File: src/rtl/tsi_pkg.sv
package tsi_pkg;
   typedef enum logic [1:0] {
      SRC_PASS     = 2'b00,
      SRC_PASS_ALT = 2'b01,
      SRC_EXT      = 2'b10,
      SRC_REG      = 2'b11
   } sig_src_e;

   localparam int SEL_HI = 7;
   localparam int SEL_LO = 6;
   localparam logic TBL_SIG  = 1'b0;
   localparam logic TBL_IDLE = 1'b1;
endpackage

File: src/rtl/tsi_cfg_tables.sv
module tsi_cfg_tables #(
   parameter int NUM_CH   = 24,
   parameter int CH_W     = 5,
   parameter int BYTE_W   = 8,
   parameter logic [BYTE_W-1:0] IDLE_RST = 8'h7F
) (
   input  logic              clk,
   input  logic              rst_n,
   input  logic              wr_en,
   input  logic              wr_tbl,
   input  logic [CH_W-1:0]   wr_ch,
   input  logic [BYTE_W-1:0] wr_data,
   input  logic [CH_W-1:0]   rd_ch,
   output logic [BYTE_W-1:0] rd_ctrl,
   output logic [BYTE_W-1:0] rd_idle
);
   import tsi_pkg::*;

   logic [NUM_CH-1:0][BYTE_W-1:0] ctrl_q;
   logic [NUM_CH-1:0][BYTE_W-1:0] idle_q;

   for (genvar e = 0; e < NUM_CH; e++) begin : g_entry
      logic hit;
      assign hit = wr_en && (wr_ch == CH_W'(e));
      always_ff @(posedge clk or negedge rst_n) begin
         if (!rst_n) begin
            ctrl_q[e] <= '0;
            idle_q[e] <= IDLE_RST;
         end else if (hit) begin
            if (wr_tbl == TBL_IDLE) idle_q[e] <= wr_data;
            else                    ctrl_q[e] <= wr_data;
         end
      end
   end

   always_comb begin
      rd_ctrl = '0;
      rd_idle = IDLE_RST;
      if (32'(rd_ch) < NUM_CH) begin
         rd_ctrl = ctrl_q[rd_ch];
         rd_idle = idle_q[rd_ch];
      end
   end

   // a write lands in the addressed entry of the chosen table
   a_r8_idle_write: assert property (@(posedge clk) disable iff (!rst_n)
      (wr_en && wr_tbl == TBL_IDLE && 32'(wr_ch) < NUM_CH)
      |=> idle_q[$past(wr_ch)] == $past(wr_data));
   a_r8_ctrl_write: assert property (@(posedge clk) disable iff (!rst_n)
      (wr_en && wr_tbl == TBL_SIG && 32'(wr_ch) < NUM_CH)
      |=> ctrl_q[$past(wr_ch)] == $past(wr_data));
endmodule

File: src/rtl/tsi_sig_freeze.sv
module tsi_sig_freeze #(
   parameter int NUM_CH = 24,
   parameter int CH_W   = 5,
   parameter int SIG_W  = 4
) (
   input  logic             clk,
   input  logic             rst_n,
   input  logic             cap_en,
   input  logic [CH_W-1:0]  cap_ch,
   input  logic [SIG_W-1:0] cap_val,
   input  logic [CH_W-1:0]  rd_ch,
   output logic [SIG_W-1:0] rd_val
);
   logic [NUM_CH-1:0][SIG_W-1:0] frz_q;

   for (genvar e = 0; e < NUM_CH; e++) begin : g_slot
      always_ff @(posedge clk or negedge rst_n) begin
         if (!rst_n)                                frz_q[e] <= '0;
         else if (cap_en && cap_ch == CH_W'(e))     frz_q[e] <= cap_val;
      end
   end

   always_comb begin
      rd_val = '0;
      if (32'(rd_ch) < NUM_CH) rd_val = frz_q[rd_ch];
   end

   // stored signaling only moves on a frame-0 capture
   a_r5_hold_outside_capture: assert property (@(posedge clk) disable iff (!rst_n)
      !cap_en |=> $stable(frz_q));
endmodule

File: src/rtl/tsi_slot_decode.sv
module tsi_slot_decode #(
   parameter int FRAME_W    = 5,
   parameter int ROB_PERIOD = 6,
   parameter int SF_LEN     = 12,
   parameter int ESF_LEN    = 24,
   parameter int SIG_W      = 4,
   localparam int SLOT_W    = (SIG_W > 1) ? $clog2(SIG_W) : 1
) (
   input  logic [FRAME_W-1:0] frame_idx,
   input  logic               esf_mode,
   output logic               robbed,
   output logic [SLOT_W-1:0]  slot
);
   localparam int SF_SLOTS = SF_LEN / ROB_PERIOD;

   logic [SIG_W-1:0] hit;

   for (genvar k = 0; k < SIG_W; k++) begin : g_hit
      localparam int FR = (k + 1) * ROB_PERIOD - 1;
      if (k < SF_SLOTS) begin : g_both
         assign hit[k] = (32'(frame_idx) == FR);
      end else begin : g_esf_only
         assign hit[k] = esf_mode && (32'(frame_idx) == FR);
      end
   end

   always_comb begin
      slot = '0;
      for (int k = 0; k < SIG_W; k++)
         if (hit[k]) slot = SLOT_W'(k);
   end
   assign robbed = |hit;
endmodule

File: src/rtl/tsi_top.sv
module tsi_top #(
   parameter int NUM_CH     = 24,
   parameter int BYTE_W     = 8,
   parameter int SIG_W      = 4,
   parameter int ROB_PERIOD = 6,
   parameter int SF_LEN     = 12,
   parameter int ESF_LEN    = 24,
   parameter logic [BYTE_W-1:0] IDLE_RST = 8'h7F,
   localparam int CH_W      = $clog2(NUM_CH),
   localparam int FRAME_W   = $clog2(ESF_LEN)
) (
   input  logic               clk,
   input  logic               rst_n,
   input  logic               ch_valid,
   input  logic [FRAME_W-1:0] frame_idx,
   input  logic [CH_W-1:0]    ch_idx,
   input  logic [BYTE_W-1:0]  ch_data,
   input  logic [SIG_W-1:0]   ext_sig,
   input  logic               esf_mode,
   input  logic               freeze_en,
   input  logic               pcc_en,
   input  logic               trunk_en,
   input  logic               cfg_we,
   input  logic               cfg_tbl,
   input  logic [CH_W-1:0]    cfg_ch,
   input  logic [BYTE_W-1:0]  cfg_wdata,
   output logic               out_valid,
   output logic [BYTE_W-1:0]  out_data
);
   import tsi_pkg::*;

   localparam int SLOT_W = (SIG_W > 1) ? $clog2(SIG_W) : 1;

   initial begin : p_param_chk
      assert (NUM_CH >= 1) else $fatal(1, "NUM_CH must be positive");
      assert (BYTE_W >= 8) else $fatal(1, "control word needs 8 bits");
      assert (SIG_W * ROB_PERIOD == ESF_LEN) else $fatal(1, "slots must tile the long superframe");
      assert (SF_LEN % ROB_PERIOD == 0) else $fatal(1, "short superframe must hold whole slots");
   end

   logic [BYTE_W-1:0] ctrl_w, idle_w, nxt_data;
   logic [SIG_W-1:0]  frz_w, live_w, use_w;
   logic [SLOT_W-1:0] slot_w;
   logic              robbed_w, ch_ok, trunk_act, cap_en;
   sig_src_e          src_w;

   assign ch_ok     = 32'(ch_idx) < NUM_CH;
   assign trunk_act = pcc_en && trunk_en && ch_ok;
   assign cap_en    = ch_valid && ch_ok && (frame_idx == '0);

   tsi_cfg_tables #(.NUM_CH(NUM_CH), .CH_W(CH_W), .BYTE_W(BYTE_W), .IDLE_RST(IDLE_RST)) tables_i (
      .clk(clk), .rst_n(rst_n), .wr_en(cfg_we), .wr_tbl(cfg_tbl), .wr_ch(cfg_ch),
      .wr_data(cfg_wdata), .rd_ch(ch_idx), .rd_ctrl(ctrl_w), .rd_idle(idle_w));

   tsi_slot_decode #(.FRAME_W(FRAME_W), .ROB_PERIOD(ROB_PERIOD), .SF_LEN(SF_LEN),
                     .ESF_LEN(ESF_LEN), .SIG_W(SIG_W)) slots_i (
      .frame_idx(frame_idx), .esf_mode(esf_mode), .robbed(robbed_w), .slot(slot_w));

   assign src_w  = sig_src_e'(ctrl_w[SEL_HI:SEL_LO]);
   assign live_w = (src_w == SRC_EXT) ? ext_sig : ctrl_w[SIG_W-1:0];

   tsi_sig_freeze #(.NUM_CH(NUM_CH), .CH_W(CH_W), .SIG_W(SIG_W)) freeze_i (
      .clk(clk), .rst_n(rst_n), .cap_en(cap_en), .cap_ch(ch_idx), .cap_val(live_w),
      .rd_ch(ch_idx), .rd_val(frz_w));

   assign use_w = freeze_en ? frz_w : live_w;

   always_comb begin
      nxt_data = trunk_act ? idle_w : ch_data;
      if (ch_ok && robbed_w && (src_w == SRC_EXT || src_w == SRC_REG))
         nxt_data[0] = use_w[SIG_W-1-32'(slot_w)];
   end

   always_ff @(posedge clk or negedge rst_n) begin
      if (!rst_n) begin
         out_valid <= 1'b0;
         out_data  <= '0;
      end else begin
         out_valid <= ch_valid;
         out_data  <= nxt_data;
      end
   end

   // output strobe trails the input strobe by one cycle
   a_r1_valid_follow: assert property (@(posedge clk) disable iff (!rst_n)
      1'b1 |=> out_valid == $past(ch_valid));
   // untouched bytes pass unchanged
   a_r2_pass_clean: assert property (@(posedge clk) disable iff (!rst_n)
      (ch_valid && !robbed_w && !(pcc_en && trunk_en)) |=> out_data == $past(ch_data));
   // signaling only ever touches bit 0
   a_r3_lsb_only: assert property (@(posedge clk) disable iff (!rst_n)
      (ch_valid && !(pcc_en && trunk_en)) |=> out_data[BYTE_W-1:1] == $past(ch_data[BYTE_W-1:1]));
   // no signaling frame beyond the short superframe
   a_r11_sf_range: assert property (@(posedge clk) disable iff (!rst_n)
      (!esf_mode && 32'(frame_idx) >= SF_LEN) |-> !robbed_w);
   // out-of-range channels are left alone
   a_r9_bad_channel: assert property (@(posedge clk) disable iff (!rst_n)
      (ch_valid && !ch_ok) |=> out_data == $past(ch_data));
endmodule

File: config.mk
export PLATFORM = sky130hd
export DESIGN_NAME = tsi_top
export DESIGN_NICKNAME = d
export VERILOG_FILES = /design/src/rtl/tsi_pkg.sv /design/src/rtl/tsi_cfg_tables.sv /design/src/rtl/tsi_sig_freeze.sv /design/src/rtl/tsi_slot_decode.sv /design/src/rtl/tsi_top.sv
export SDC_FILE = /design/constraint.sdc
export NUM_CORES = 1
export LEC_CHECK = 0
export ABC_AREA = 1
export CAP_MARGIN = 0
export CORE_ASPECT_RATIO = 1.25
export CORE_MARGIN = 2
export CORE_UTILIZATION = 45
export CTS_BUF_LIST = sky130_fd_sc_hd__clkbuf_2
export CTS_CLUSTER_SIZE = 40
export DETAILED_ROUTE_END_ITERATION = 8
export GPL_ROUTABILITY_DRIVEN = 0
export PLACE_DENSITY = 0.62
export SYNTH_ARGS = -nofsm -noshare
export SYNTH_HDL_FRONTEND = slang
export SYNTH_SLANG_ARGS = --single-unit
File: constraint.sdc
create_clock -name clk -period 2.25 [get_ports clk]
set_input_delay 0.45 -clock clk [delete_from_list [all_inputs] [get_ports clk]]
set_output_delay 0.45 -clock clk [all_outputs]
set_load 0.005 [all_outputs]
==> reports/qor.yml <==
worst_hold_path:
  min-delay-path-class: "input pin to register"
setup_path:
  end_kind: "output pin"
  crit_buf_inv: 1
  path_cells: "dlygate4sd2_1"
  cp_slowest_cell: "dfrtp_1"
  worst_ep_arrival_time_ps: 1660
  worstPathMaxFanout: 1
  path_delay_family: "flip-flops"
  slowest_delay_ps: 380
  startpoint_type: "register"
  cp.required_ps: 1800
  critPathKind: "register to output pin"
drt:
  drt_wl_total_um: 58310
  viasPerCell: 5.451
  vias: 17120
  drc: 0
  antenna_left: 0
  dr.pass1.iters: 6
  drt_iter0_drc: 1413
  wl_per_cell_um: 18.57
pwr:
  internal_power_mw: 11.87
  ir_drop_v: 0.0003384
  power_frac_comb: 0.133
  clockPowerShare: 0.307
  leakage_nw: 10.35
  power_mw: 16.93
  swShare: 0.2985
  p_seq_frac: 0.561
  p_sw_mw: 5.052
  power_density_nw_per_um2: 728.9
synth:
  yosysTopAreaCell: "dfrtp_1"
  avgSynthCellArea_sq_um: 8.723
  synth.area.top_cells: "dfrtp_1, dfstp_2, nand2_1"
  synth_cells: 2272
  yosys_warnings: 0
  synth.ff_latch_count: 441
  syn_area_sq_um: 19820
  synth_cell_type_count: 38
  syn_nets: 2316
  synth-seq-area-share: 0.5675
  synthDominantCellAreaShare: 0.3447
flow_run:
  max_cap_violations: 0
clock_network:
  clk_pin_slew_ps: 100
  root_buffer: "clkbuf_2"
  cts_num_sinks: 441
  cts_max_level: 3
  clockBufferDepth: 3
  clk-insertion-delay-late_ps: 1070
  cts-buffers-inserted: 107
  tritoncts: "yes"
timing:
  slew_headroom: 0.3751
  slew_viol_final: 0
  finalHoldViolCount: 0
  fin_crit_ps: 2115
  skew_ps: 58.36
  finalSetupViolCount: 0
  fmax_mhz: 472.8
  rsz0062_at_grt: "no"
  layout_worst_path_cycle_share: 0.9400
  worst_pin_slew_ps: 936.4
grt:
  grt_max_degree: 69
  gr-total-overflow: 0
  antenna_found_initial: 1
  grt_pass1_wl_um: 94090
  grt_pass1_vias: 17230
  grt_usage: 0.2641
cells_and_area:
  fin_nets: 2536
  layout_commonest_cell: "nand2_1"
  multi_input_area_sq_um: 7536
  seq_area_sq_um: 11250
  final_cell_area_sq_um: 23220
  area_growth_pct: 17.18
  drive_gt1_frac: 0.2203
  nFillCells: 4066
  final_cell_mix: "nand2_1, o21ai_0, dfrtp_1"
die:
  die_h_um: 238.6
  core_area_sq_um: 43290
  die_width_um: 191.7
  ios: 53
  dieArea_sq_um: 45740
  start_util: 0.4578
  num_rows: 85
placement:
  io_buffers: 52
  dpl-instance-area_sq_um: 22140
  dp_hpwl_um: 38490
outcome:
  status: "completed"
==> synth_stat cells <==
cell	number
nor2_1	42
dfrtp_1	273
nor3_1	7
inv_2	7
nand2_2	1
buf_8	2
or2_0	1
nand4_1	24
nor4_4	1
a21o_1	1
o22ai_1	3
buf_4	24
o41ai_1	1
a311oi_1	1
a31oi_1	4
nor4_1	4
buf_2	21
dfstp_2	168
or2_2	2
and2_4	1
a221oi_1	6
o21ai_1	86
buf_6	15
nand3_1	101
a22oi_1	119
a22o_1	8
nand2_1	794
nor2_4	2
buf_1	3
clkbuf_1	94
a21oi_1	42
nor2_2	3
o31ai_1	2
inv_1	44
o21ai_0	358
o21ai_2	1
a211oi_1	5
clkinv_1	1
==> per-stage QoR <==
stage	cells	setup slack [ps]	hold WS [ps]	util	setup TNS [ps]
floorplan	2272	202.7	154.4	-	0
global placement	2933	-806.2	365.5	0.5114	-73940
detailed placement	2933	-828.5	368.3	0.5114	-75220
CTS	3136	3.049	112.2	0.5357	0
global route	3140	23.26	218.7	0.5365	0
finish	3140	135.1	239.9	0.5365	0
==> power groups by stage <==
stage / clock (mW) / sequential, mW / combinational, mW
detailed placement: 0 / 9.60 / 2.23
finish: 5.19 / 9.49 / 2.25
floorplan: 0 / 9.47 / 1.31
global route: 5.76 / 9.58 / 2.55
global placement: 0 / 9.58 / 2.17
CTS: 5.38 / 9.47 / 2.25
==> registers in the layout, indices dropped and copies added, names as in the netlist <==
name	cells
tables_i.ctrl_q	144
tables_i.idle_q	192
out_data	8
out_valid	1
freeze_i.frz_q	96
==> final timing paths <==
kind | start | endpoint | slack [ps] | depth (start not counted)
worst min register to register | tables_i.idle_q[112] | tables_i.idle_q[112] | 490 | 2
worst min-delay path | ch_data[0] | out_data[0] | 240 | 5
worst max-delay path | out_data[2] | out_data[2] | 140 | 1
max in group asynchronous | rst_n | tables_i.idle_q[102] | 1100 | 4
min in group asynchronous | rst_n | tables_i.ctrl_q[160] | 620 | 4
worst max register to register | tables_i.ctrl_q[70] | freeze_i.frz_q[14] | 270 | 12
==> cell type report <==
cell class / instances / share of cell area
inverters: 52 / 0.008782
multi-input cells: 1620 / 0.3245
clock buffers: 169 / 0.03642
clock inverters: 22 / 0.003610
well taps: 565 / 0.03044
repair buffers: 270 / 0.1119
diodes: 1 / 0.0001078
flip-flops and latches: 441 / 0.4843
==> cell families after synthesis <==
logic type	synth area share
AOI/OAI and AO/OA	0.1806
buffers and inverters	0.05265
DFF	0.5675
and+or+nand+nor	0.1993
==> routing by layer <==
metal | part of all wire | up-vias | global-route usage
met2 | 0.49 | 576 | 0.4437
met3 | 0.055 | 115 | 0.03876
li1 | - | 8160 | -
met1 | 0.42 | 8266 | 0.3434
met5 | 0 | - | 0
met4 | 0.029 | 0 | 0.1047
==> timing repair <==
action | 4_1_cts | 5_1_grt
pin swaps | 0 | 1
hold buffers | 12 | 0
endpoints found under the hold margin | 450 | 0
resized for setup | 14 | 6
setup buffers | 0 | 3
setup endpoints to repair | 9 | 47
No activity file was read; power rests on OpenSTA's default activity.
